--- config.mk ---
export PLATFORM = sky130hd
export DESIGN_NAME = sermem_guard
export DESIGN_NICKNAME = d
export VERILOG_FILES = /design/src/rtl/smg_pkg.sv /design/src/rtl/smg_zone_decode.sv /design/src/rtl/smg_write_timer.sv /design/src/rtl/smg_enable_latch.sv /design/src/rtl/sermem_guard.sv
export SDC_FILE = /design/constraint.sdc
export NUM_CORES = 1
export LEC_CHECK = 0
export BUFFER_PORTS_ARGS = -buffer_cell sky130_fd_sc_hd__buf_4
export CAP_MARGIN = 20
export CORE_MARGIN = 5
export CORE_UTILIZATION = 42
export DETAILED_ROUTE_END_ITERATION = 16
export HOLD_SLACK_MARGIN = 0.15
export PLACE_DENSITY = 0.82
export SLEW_MARGIN = 20
export SYNTH_ARGS = -nofsm -noshare
export SYNTH_HDL_FRONTEND = slang
export SYNTH_SLANG_ARGS = --single-unit
--- constraint.sdc ---
create_clock -name clk -period 1.73 [get_ports clk]
set_clock_uncertainty 0.15 [all_clocks]
set_input_delay 0.346 -clock clk [delete_from_list [all_inputs] [get_ports clk]]
set_output_delay 0.346 -clock clk [all_outputs]
set_load 0.01 [all_outputs]
--- src/rtl/smg_pkg.sv ---
package smg_pkg;
  localparam int ST_BUSY = 0;
  localparam int ST_WEN  = 1;
  localparam int ST_LVL0 = 2;
  localparam int ST_LVL1 = 3;
  localparam int ST_PEN  = 7;

  typedef logic [1:0] lock_lvl_t;

  function automatic logic [7:0] pack_status(input logic busy, input logic wen,
                                             input lock_lvl_t lvl, input logic pen);
    logic [7:0] s;
    s = 8'h00;
    s[ST_BUSY] = busy;
    s[ST_WEN]  = wen;
    s[ST_LVL0] = lvl[0];
    s[ST_LVL1] = lvl[1];
    s[ST_PEN]  = pen;
    return busy ? 8'hFF : s;
  endfunction
endpackage

--- src/rtl/smg_zone_decode.sv ---
module smg_zone_decode
  import smg_pkg::*;
#(
  parameter int ADDR_W = 13
) (
  input  lock_lvl_t         lvl,
  input  logic [ADDR_W-1:0] addr,
  output logic              locked
);
  localparam logic [1:0] TOP_Q = 2'b11;

  logic top_quarter;
  logic top_half;

  assign top_quarter = (addr[ADDR_W-1 -: 2] == TOP_Q);
  assign top_half    = addr[ADDR_W-1];

  always_comb begin
    unique case (lvl)
      2'b00:   locked = 1'b0;
      2'b01:   locked = top_quarter;
      2'b10:   locked = top_half;
      default: locked = 1'b1;
    endcase
  end
endmodule

--- src/rtl/smg_write_timer.sv ---
module smg_write_timer #(
  parameter int WRITE_CYCLES = 8
) (
  input  logic clk,
  input  logic rst,
  input  logic start,
  output logic busy,
  output logic done
);
  localparam int CNT_W = (WRITE_CYCLES > 1) ? $clog2(WRITE_CYCLES) : 1;
  localparam logic [CNT_W-1:0] LOAD = CNT_W'(WRITE_CYCLES - 1);

  logic [CNT_W-1:0] cnt;

  assign done = busy && (cnt == '0);

  always_ff @(posedge clk) begin
    if (rst) begin
      busy <= 1'b0;
      cnt  <= '0;
    end else if (start && !busy) begin
      busy <= 1'b1;
      cnt  <= LOAD;
    end else if (done) begin
      busy <= 1'b0;
    end else if (busy) begin
      cnt <= cnt - 1'b1;
    end
  end

  p_cnt_range_r8: assert property (@(posedge clk) disable iff (rst)
    busy |-> (cnt <= LOAD));
  p_start_loads_r8: assert property (@(posedge clk) disable iff (rst)
    (start && !busy) |=> (busy && cnt == LOAD));
endmodule

--- src/rtl/smg_enable_latch.sv ---
module smg_enable_latch (
  input  logic clk,
  input  logic rst,
  input  logic set_req,
  input  logic clr_req,
  input  logic hold,
  input  logic cycle_end,
  output logic wen
);
  always_ff @(posedge clk) begin
    if (rst)            wen <= 1'b0;
    else if (cycle_end) wen <= 1'b0;
    else if (!hold) begin
      if (clr_req)      wen <= 1'b0;
      else if (set_req) wen <= 1'b1;
    end
  end

  p_clr_wins_r10: assert property (@(posedge clk) disable iff (rst)
    (clr_req && !hold) |=> !wen);
  p_hold_keeps_r7: assert property (@(posedge clk) disable iff (rst)
    (hold && !cycle_end) |=> $stable(wen));
endmodule

--- src/rtl/sermem_guard.sv ---
module sermem_guard
  import smg_pkg::*;
#(
  parameter int        ADDR_W       = 13,
  parameter int        WRITE_CYCLES = 8,
  parameter lock_lvl_t INIT_LVL     = 2'b00,
  parameter logic      INIT_PEN     = 1'b0
) (
  input  logic              clk,
  input  logic              rst,
  input  logic              wel_set_i,
  input  logic              wel_clr_i,
  input  logic              sr_wr_i,
  input  logic [7:0]        sr_data_i,
  input  logic              arr_wr_i,
  input  logic [ADDR_W-1:0] arr_addr_i,
  input  logic              wp_n_i,
  output logic [7:0]        status_o,
  output logic              sr_grant_o,
  output logic              sr_deny_o,
  output logic              arr_grant_o,
  output logic              arr_deny_o
);
  lock_lvl_t lvl_q, lvl_pend;
  logic      pen_q, pen_pend, pend_v;
  logic      busy, done, wen;
  logic      hw_lock, zone_hit, sr_ok, arr_ok, start;

  smg_zone_decode #(.ADDR_W(ADDR_W)) u_zone (
    .lvl(lvl_q), .addr(arr_addr_i), .locked(zone_hit)
  );

  smg_write_timer #(.WRITE_CYCLES(WRITE_CYCLES)) u_timer (
    .clk(clk), .rst(rst), .start(start), .busy(busy), .done(done)
  );

  smg_enable_latch u_wel (
    .clk(clk), .rst(rst), .set_req(wel_set_i), .clr_req(wel_clr_i),
    .hold(busy), .cycle_end(done), .wen(wen)
  );

  assign hw_lock = !wp_n_i && pen_q;
  assign sr_ok   = sr_wr_i && !busy && wen && !hw_lock;
  assign arr_ok  = arr_wr_i && !sr_wr_i && !busy && wen && !zone_hit;
  assign start   = sr_ok || arr_ok;

  always_ff @(posedge clk) begin
    if (rst) begin
      sr_grant_o  <= 1'b0;
      sr_deny_o   <= 1'b0;
      arr_grant_o <= 1'b0;
      arr_deny_o  <= 1'b0;
      lvl_q       <= INIT_LVL;
      pen_q       <= INIT_PEN;
      lvl_pend    <= INIT_LVL;
      pen_pend    <= INIT_PEN;
      pend_v      <= 1'b0;
    end else begin
      sr_grant_o  <= sr_ok;
      sr_deny_o   <= sr_wr_i && !sr_ok;
      arr_grant_o <= arr_ok;
      arr_deny_o  <= arr_wr_i && !arr_ok;
      if (sr_ok) begin
        lvl_pend <= {sr_data_i[ST_LVL1], sr_data_i[ST_LVL0]};
        pen_pend <= sr_data_i[ST_PEN];
        pend_v   <= 1'b1;
      end else if (arr_ok) begin
        pend_v <= 1'b0;
      end else if (done) begin
        pend_v <= 1'b0;
        if (pend_v) begin
          lvl_q <= lvl_pend;
          pen_q <= pen_pend;
        end
      end
    end
  end

  assign status_o = pack_status(busy, wen, lvl_q, pen_q);

  p_idle_upper_zero_r2: assert property (@(posedge clk) disable iff (rst)
    !status_o[ST_BUSY] |-> (status_o[6:4] == 3'b000));
  p_busy_ones_r3: assert property (@(posedge clk) disable iff (rst)
    busy |-> (status_o == 8'hFF));
  p_full_lock_r4: assert property (@(posedge clk) disable iff (rst)
    (arr_wr_i && lvl_q == 2'b11) |=> !arr_grant_o);
  p_nowen_deny_r5: assert property (@(posedge clk) disable iff (rst)
    (sr_wr_i && !wen) |=> sr_deny_o);
  p_one_outcome_r5: assert property (@(posedge clk) disable iff (rst)
    !(sr_grant_o && sr_deny_o) && !(arr_grant_o && arr_deny_o));
  p_hw_lock_r6: assert property (@(posedge clk) disable iff (rst)
    (sr_wr_i && !wp_n_i && pen_q) |=> sr_deny_o);
  p_busy_reject_r7: assert property (@(posedge clk) disable iff (rst)
    (busy && (sr_wr_i || arr_wr_i)) |=> (!sr_grant_o && !arr_grant_o));
  p_grant_busy_r8: assert property (@(posedge clk) disable iff (rst)
    (sr_grant_o || arr_grant_o) |-> busy);
  p_end_clears_r8: assert property (@(posedge clk) disable iff (rst)
    $fell(busy) |-> !wen);
  p_lvl_frozen_r8: assert property (@(posedge clk) disable iff (rst)
    (busy && !done) |=> $stable(lvl_q) && $stable(pen_q));
  p_pair_r9: assert property (@(posedge clk) disable iff (rst)
    (sr_wr_i && arr_wr_i) |=> arr_deny_o);
endmodule

# Word level (Yosys, flattened, before mapping)
# Cells that the tools add are included.
[classes]
addsub = 1
multipliers = 0
div_mod_pow = 0
order_cmp = 0
eq_ne = 4
n_shift = 0
n_mux = 11
bitwise = 3
n_reduce_logical = 30
[ops]
columns = ["operator", "count"]
rows = [
  ["1-bit logical AND", 12],
  ["3-bit two-way mux", 3],
  ["8-bit two-way mux", 1],
  ["1-bit zero test", 7],
  ["1-bit two-way mux", 6],
  ["2-bit nonzero test", 3],
  ["2-bit == test (second input constant)", 2],
  ["2-bit AND reduction", 2],
  ["4-bit AND reduction", 1],
  ["3-bit zero test", 1],
  ["1-bit inverter", 3],
  ["1-bit case mux with 3 select lines", 1],
  ["3-bit nonzero test", 1],
  ["3-bit by 1-bit subtractor with 3-bit output (second input constant)", 1],
  ["2-bit by 1-bit == test with 1-bit output (second input constant)", 1],
  ["2-bit zero test", 1],
  ["2-bit by 1-bit != test with 1-bit output (second input constant)", 1],
  ["2-bit OR reduction", 1],
  ["1-bit logical OR", 1],
]
[word_totals]
register_bits = 16
latch_bits = 0
ram_bits = 0
romBits = 0
in_bits = 28
out_inout_bits = 12
wordCells = 61
mem_count = 0

# Logic depth before layout (Yosys ltp)
# Gate-level depths: netlist (run 1).
[logic_depth]
word_depth = 9
depth_mapped = 6
ltp_nobuf = 6

# Modules after synthesis
# From an unflattened synthesis (run 1), not the netlist that was laid out.
[hier_totals]
cells_unflattened = 79
hier_area_um2 = 783.3
[by_module_without_submodules]
columns = ["mod", "instances", "cells_each", "area_per_inst_um2", "seq_area_each_um2"]
rows = [
  ["sermem_guard", 1, 48, 505.5, 220.2],
  ["smg_write_timer", 1, 23, 219.0, 80.1],
  ["smg_enable_latch", 1, 5, 45.0, 20.0],
  ["smg_zone_decode", 1, 3, 13.8, 0.0],
]

# Worst setup path after synthesis (run 1)
# OpenSTA, ideal clock, no wires.
[synth_timing]
kind = "reg2reg"
start = "reg u_timer.cnt[0]"
end = "reg lvl_q[0]"
setup_ns = 0.117
t_arrival_ns = 1.092
t_required_ns = 1.463
path_slack_ns = 0.371
stages_incl_launch_ff = 7
path_buffers = 0
period_less_slack_ns = 1.359
path_cell_list = "dfxtp_1 > inv_1 > ha_1 > nor2b_4 > nand3_1 > mux2i_1 > nor2_1"
[synth_via]
elab_chain_cells = 3
[synth_lines]
columns = ["item", "line", "text"]
rows = [
  ["start, declared", "smg_write_timer.sv:13", "logic [CNT_W-1:0] cnt;"],
  ["start signal, assigned", "smg_write_timer.sv:27", "cnt <= cnt - 1'b1;"],
  ["3-bit zero test", "smg_write_timer.sv:15", "assign done = busy && (cnt == '0);"],
  ["1-bit logical AND", "smg_write_timer.sv:15", ""],
  ["4-bit AND reduction (no line)", "--", ""],
  ["end signal, assigned", "sermem_guard.sv:72", "lvl_q <= lvl_pend;"],
  ["end, declared", "sermem_guard.sv:24", "lock_lvl_t lvl_q, lvl_pend;"],
]
# No other way between the ends.
# A chain may end at the register's enable or synchronous reset.

# Worst setup path after layout (run 1)
[layout_timing]
start = "reg u_timer.busy"
end = "out status_o[2]"
[layout_via]
elab_chain_cells = 1
[layout_lines]
columns = ["item", "line", "text"]
rows = [
  ["start, declared", "smg_write_timer.sv:7", "output logic busy,"],
  ["start signal, assigned", "smg_write_timer.sv:19", "busy <= 1'b0;"],
  ["start signal, assigned", "smg_write_timer.sv:22", "busy <= 1'b1;"],
  ["start signal, assigned", "smg_write_timer.sv:25", "busy <= 1'b0;"],
  ["8-bit two-way mux", "smg_pkg.sv:19", "return busy ? 8'hFF : s;"],
  ["end, declared", "sermem_guard.sv:18", "output logic [7:0] status_o,"],
]
# No other way between the ends.

==> implementation parameters, run 1 <==
Parameter                              Value

Floorplan
  Die width ... ~52 µm
  Number of cell rows ... 15
  Top-level port count ... 40
  CORE AREA ... around 0.0017 mm²
  Full die area ... approximately 0.0027 mm²
  Y dimension of the die ... around 52 µm
  Starting density of the core ... 0.430

Place
  Quantity of I/O buffers inserted on ports ... 23
  Routability cong. ... ~0.69
  Setup Slack @ Placement ... about 0.25 ns
  Total instance count after detailed placement ... approximately 110
  HPWL reported at the end of detailed placement ... 1.09 mm

Routing
  Vias/cell ... just over 5
  Count of vias placed by the detailed router ... around 600
  Wire length per cell after detailed routing ... around 13 µm
  Pre-Repair DR Iteration Count ... 4
  Remaining DRCs ... 0
  Wirelength, routed ... between 1 and 1.5 mm
  Antenna-violating nets left ... 0
  DRC violation total after the first TritonRoute iteration ... 12

STA
  Slew at the pin closest to its max-slew limit ... 0.311 ns
  Final Slew Violations ... 0
  Setup slack after layout ... ~0.068 ns
  Final hold violation count ... 0
  Worst slew margin relative to its limit ... 0.793
  Setup repair after global routing missed its margin ... no
  Crit path time final ... around 1.7 ns
  Worst slack on hold paths ... roughly 0.15 ns
  Max Clk Rate ... approximately 600 MHz
  Final number of setup-violating endpoints ... 0
  Setup TNS ... 0 ns
  Share of the clock period used by the worst path ... 0.961

Power and ir drop
  Switching part of the total power ... 0.248
  Overall Power ... ~0.00070 W
  Clock network fraction of design power ... 0.273
  Seq pwr share ... 0.560
  Combinational Power Share ... 0.167
  Peak ir drop on the vdd network ... 361 µV
  Design internal power ... ~0.00053 W
  Power per cell area ... between 700 and 800 mW/mm²
  Power spent charging and discharging nets ... between 0.00015 and 0.0002 W
  Static leakage ... 0.434 nW

Cells and area
  Filler cell count ... around 160
  Diode insertion count for antenna repair ... 0
  Signed area change from the synthesized netlist to the final layout ... 26.6%
  Non-filler instance count after layout ... ~120
  # nets final ... 130
  Share of cells above drive strength 1 ... 0.337

Synth
  Yosys Warn Count ... 0
  Nets in the synthesized netlist ... ~110
  Number of enable flip-flop cells after synthesis ... 0
  Post-synthesis instance area ... 726 µm²
  Async set-or-reset flop fraction in the synthesized netlist ... 0
  Post-synthesis cell type count ... 28
  Cells after synthesis ... 76
  Leading register cell type out of synthesis ... dfxtp_1
  #FFs+latches synth ... 16
  Average instance area after synthesis ... between 9 and 10 µm²
  Sequential element share of the synthesized area ... 0.441

Clock network
  Number of sinks driven by the clock tree ... 16
  Clock buffers created by TritonCTS ... 3
  TritonCTS clock tree ... built
  Maximum clock path buffer count ... 2
  Worst skew pair latency ... 0.28 ns
  H-tree level count ... 1
  Register clock-pin slew on the reported worst setup and hold paths ... roughly 0.090 ns
  Clock Tree Root ... clkbuf_4

Global routing
  Largest net degree at the start of global routing ... 17
  Total congestion overflow after global routing ... 0
  GRT Util Overall ... 0.125
  Wire length of the first global-routing pass ... 2.41 mm
  Number of global-route vias before repair ... around 580
  Antenna violations before repair ... 0

Setup path
  Worst-case reg-to-reg path depth ... 6
  Largest fanout on the critical path ... 10
  Startpoint type of the worst setup path ... flip-flop
  Setup crit end kind ... primary output
  Worst reg2reg setup slack ... about 0.23 ns
  Worst Path Class, Setup ... reg2out
  Worst endpoint data arrival time ... 1.17 ns
  Launch instance of the worst register-to-register path ... u_timer.cnt[0]
  Capture point of the worst reg-to-reg path ... pen_q
  Critical path required time ... between 1 and 1.5 ns

Min path
  Hold/Removal Path Class ... in2reg
  Hold Path End ... lvl_pend[0]
  Cell count of the worst hold path ... 3
  Startpoint of the worst hold path ... sr_data_i[2]

Flow run
  Max cap viols ... 0

Outcome
  Status ... finished clean
[metrics by stage]
stage,util,instance area [µm²]
global route,0.544,918
CTS,0.543,917
floorplan,-,726
detailed placement,0.524,885
global placement,0.524,885
finish,0.544,918
[layout make-up]
| class | count | area (µm²) | share of cell area |
|---|---|---|---|
| multi-input cells | 51 | 350 | 0.381 |
| flip-flops and latches | 16 | 322 | 0.350 |
| repair buffers | 25 | 190 | 0.207 |
| clock buffers | 3 | 22.5 | 0.0245 |
| well taps | 17 | 21.3 | 0.0232 |
| inverters | 3 | 12.5 | 0.0136 |
[logic make-up after synthesis]
group,count (synthesis),share of synthesized area
mux,6,0.0828
compound gates,12,0.124
buf+inv,9,0.0759
xor+xnor,1,0.0121
flops,16,0.441
simple gates,30,0.229
fa+ha+maj,2,0.0345
[cells in the mapped netlist (2+ instances only)]
master   count  area [µm²]
dfxtp_1     16         320
nor2_1      10        37.5
mux2i_1      6        60.1
a21oi_1      5        25.0
buf_4        5        37.5
or2_1        4        25.0
nand2_1      3        11.3
ha_1         2        25.0
inv_1        2        7.51
nand3_1      2        10.0
nor3_1       2        10.0
nor3b_1      2        15.0
o21ai_1      2        10.0
[sequential cells by signal, summed over array words and instances, names as in the netlist]
name and count:
lvl_q 2, sr_deny_o 1, u_timer.cnt 3, pen_q 1
u_wel.wen 1, pend_v 1, arr_deny_o 1, arr_grant_o 1
sr_grant_o 1, lvl_pend 2, u_timer.busy 1, pen_pend 1
[worst max-delay path, cell delays in order (launching register included)]
cell     delay, ns
dfxtp_2       0.37
buf_4         0.17
or2_1         0.20
buf_4         0.14
[metal layers]
| metal | global-route usage | wire (µm) |
|---|---|---|
| met1 | 0.135 | 598 |
| met2 | 0.214 | 734 |
| met3 | 0.0229 | 126 |
| met4 | 0.0917 | 17 |
| met5 | 0 | 0 |
[how the worst max path moves through the flow]
stage	cells after the start	endpoint	slack, ns	startpoint
finish	3	status_o[2]	0.07	u_timer.busy
detailed placement	6	pen_q	0.25	u_timer.cnt[0]
floorplan	6	lvl_q[0]	0.37	u_timer.cnt[0]
CTS	3	status_o[2]	0.007	u_timer.busy
global placement	5	pend_v	0.25	sr_wr_i
global route	3	status_o[3]	0.009	u_timer.busy
[placed cells by master, fill, tap and decap left out]
cell type	instances
nand3_1	2
dfxtp_2	1
xnor2_1	1
clkbuf_4	3
a221oi_2	1
a221o_1	1
nor2b_4	1
dlygate4sd3_1	1
nand2b_1	1
nor2_2	1
nor2_1	10
nor3_1	2
o21ai_1	2
nand4bb_1	1
a21oi_1	5
mux2i_1	6
a21o_1	1
buf_4	24
nand3b_1	1
or2_1	4
nand2_1	3
nor2b_1	1
a31oi_1	1
a21oi_4	1
ha_1	2
dfxtp_1	15
inv_1	2
and2_1	1
clkinv_2	1
nor3b_1	2
[timing repair]
action | CTS | global route
setup buffers | 0 | 0
hold buffers | 1 | 0
gates resized for setup | 0 | 1
hold endpoints to repair | 1 | 0
endpoints found under the setup margin | 0 | 2
[power by group through the flow]
stage | registers (W) | clock network (W) | logic [W]
5_1_grt | 0.000397 | 0.000215 | 0.000129
6_report | 0.000394 | 0.000192 | 0.000117
4_1_cts | 0.000394 | 0.000200 | 0.000118
3_5_place_dp | 0.000402 | 0 | 0.000115
3_3_place_gp | 0.000401 | 0 | 0.000112
2_1_floorplan | 0.000401 | 0 | 0.0000686
(Power assumes the default switching activity.)
==> run 2: changes to the inputs <==
--- a/config.mk
+++ b/config.mk
@@ -9,9 +9,12 @@
 export CAP_MARGIN = 20
 export CORE_MARGIN = 5
 export CORE_UTILIZATION = 42
+export CTS_CLUSTER_SIZE = 28
 export DETAILED_ROUTE_END_ITERATION = 16
 export HOLD_SLACK_MARGIN = 0.15
 export PLACE_DENSITY = 0.82
+export RECOVER_POWER = 100
+export SKIP_CTS_REPAIR_TIMING = 1
 export SLEW_MARGIN = 20
 export SYNTH_ARGS = -nofsm -noshare
 export SYNTH_HDL_FRONTEND = slang
==> implementation parameters, run 2 (synthesized netlist as in run 1, its figures left out) <==
Parameter                              Value

Routing
  Antenna-violating nets left ... 0
  Remaining DRCs ... 0
  Vias/cell ... approximately 5.1
  Wire length per cell after detailed routing ... approximately 13 µm
  Pre-Repair DR Iteration Count ... 4
  Wirelength, routed ... around 1.5 mm
  DRC violation total after the first TritonRoute iteration ... 12
  Count of vias placed by the detailed router ... approximately 580

Setup path
  Worst Path Class, Setup ... reg2out
  Worst endpoint data arrival time ... between 1 and 1.5 ns
  Launch instance of the worst register-to-register path ... u_timer.cnt[0]
  Worst-case reg-to-reg path depth ... 6
  Worst reg2reg setup slack ... 0.20 ns
  Startpoint type of the worst setup path ... flip-flop
  Capture point of the worst reg-to-reg path ... pen_q
  Critical path required time ... between 1 and 1.5 ns
  Largest fanout on the critical path ... 10
  Setup crit end kind ... primary output

Cells and area
  Commonest cells after routing, fill and taps aside ... dfxtp_1, buf_4, clkbuf_1, nor2_1, mux2i_1
  # nets final ... around 130
  Most flops, register ... u_timer.cnt
  Diode insertion count for antenna repair ... 0
  Share of cells above drive strength 1 ... 0.206
  Regs by FF count ... u_timer.cnt x3, lvl_pend x2, lvl_q x2
  Non-filler instance count after layout ... 114
  Filler cell count ... around 170
  Number of flip-flops in the largest register ... 3
  Signed area change from the synthesized netlist to the final layout ... 16.6%
  Commonest non-fill, non-tap cell in the layout ... dfxtp_1

Clock network
  Clock buffers created by TritonCTS ... 3
  Worst skew pair latency ... approximately 0.28 ns
  Maximum clock path buffer count ... 2
  Register clock-pin slew on the reported worst setup and hold paths ... ~0.080 ns
  Number of sinks driven by the clock tree ... 16
  Clock Tree Root ... clkbuf_4
  H-tree level count ... 1
  TritonCTS clock tree ... built

Outcome
  Status ... finished clean

Power and ir drop
  Clock network fraction of design power ... 0.277
  Peak ir drop on the vdd network ... around 360 µV
  Combinational Power Share ... 0.147
  Static leakage ... 0.368 nW
  Power spent charging and discharging nets ... approximately 0.00017 W
  Overall Power ... about 0.0007 W
  Seq pwr share ... 0.576
  Switching part of the total power ... 0.248
  Design internal power ... roughly 0.00051 W
  Power per cell area ... approximately 810 mW/mm²

STA
  Final number of setup-violating endpoints ... 0
  Crit path time final ... roughly 1.7 ns
  Setup repair after global routing missed its margin ... no
  Share of the clock period used by the worst path ... 0.955
  Setup slack after layout ... 0.0771 ns
  Slew at the pin closest to its max-slew limit ... roughly 0.5 ns
  Setup TNS ... 0 ns
  Max Clk Rate ... 605 MHz
  Final hold violation count ... 0
  Worst slew margin relative to its limit ... 0.669
  Final Slew Violations ... 0

Min path
  Hold/Removal Path Class ... in2reg
  Startpoint of the worst hold path ... sr_data_i[7]
  Cell count of the worst hold path ... 3
  Hold Path End ... pen_pend

Place
  Quantity of I/O buffers inserted on ports ... 23
  Routability cong. ... about 0.69
  HPWL reported at the end of detailed placement ... approximately 1.1 mm
  Total instance count after detailed placement ... 111
  Setup Slack @ Placement ... approximately 0.25 ns

Global routing
  Largest net degree at the start of global routing ... 17
  Number of global-route vias before repair ... 576
  GRT Util Overall ... 0.122
  Total congestion overflow after global routing ... 0
  Antenna violations before repair ... 0
  Wire length of the first global-routing pass ... 2.37 mm

Floorplan
  Number of cell rows ... 15
  Die width ... slightly above 50 µm
  Starting density of the core ... 0.430
  Full die area ... 0.00266 mm²
  Top-level port count ... 40
  Y dimension of the die ... between 50 and 60 µm
  CORE AREA ... 0.00169 mm²

Flow run
  Max cap viols ... 0
run 2: critical path, stage by stage, from the launching register on:
cell and delay [ns]:
dfxtp_2 0.37, buf_4 0.17, or2_1 0.20, buf_4 0.14
run 2: power by group through the flow:
stage / logic [W] / clock network, W / registers, W
6_report: 0.000100 / 0.000189 / 0.000393
5_1_grt: 0.000112 / 0.000215 / 0.000396
4_1_cts: 0.000116 / 0.000200 / 0.000394
3_5_place_dp: 0.000115 / 0 / 0.000402
3_3_place_gp: 0.000112 / 0 / 0.000401
2_1_floorplan: 0.0000686 / 0 / 0.000401
run 2: final cells by class:
cell class | count | area [µm²] | share of cell area
Tap cell | 17 | 21.3 | 0.0251
Clock buffer | 3 | 22.5 | 0.0266
Timing Repair Buffer | 24 | 139 | 0.164
Inverter | 3 | 12.5 | 0.0148
Multi-Input combinational cell | 51 | 329 | 0.389
Sequential cell | 16 | 322 | 0.380
run 2: per-layer routing:
metal	part of all wire	vias up	global-route usage
li1	-	296	-
met1	0.44	267	0.135
met2	0.48	19	0.206
met3	0.070	2	0.0229
met4	0.012	0	0.0917
met5	0	-	0
run 2: worst max path at each step:
| stage | from | end | slack, ns |
|---|---|---|---|
| after global routing | u_timer.busy | status_o[3] | 0.01 |
| after global placement | sr_wr_i | pend_v | 0.25 |
| after detailed placement | u_timer.cnt[0] | pen_q | 0.25 |
| final | u_timer.busy | status_o[3] | 0.08 |
| after floorplan | u_timer.cnt[0] | lvl_q[0] | 0.37 |
| after CTS | u_timer.busy | status_o[2] | 0.007 |
run 2: through the flow:
| step | instance area (µm²) | hold WS [ns] | util |
|---|---|---|---|
| global route | 846 | 0.155 | 0.501 |
| CTS | 907 | 0.146 | 0.537 |
| detailed placement | 885 | 0.340 | 0.524 |
| global placement | 885 | 0.319 | 0.524 |
| floorplan | 726 | 0.265 | - |
| finish | 846 | 0.154 | 0.501 |
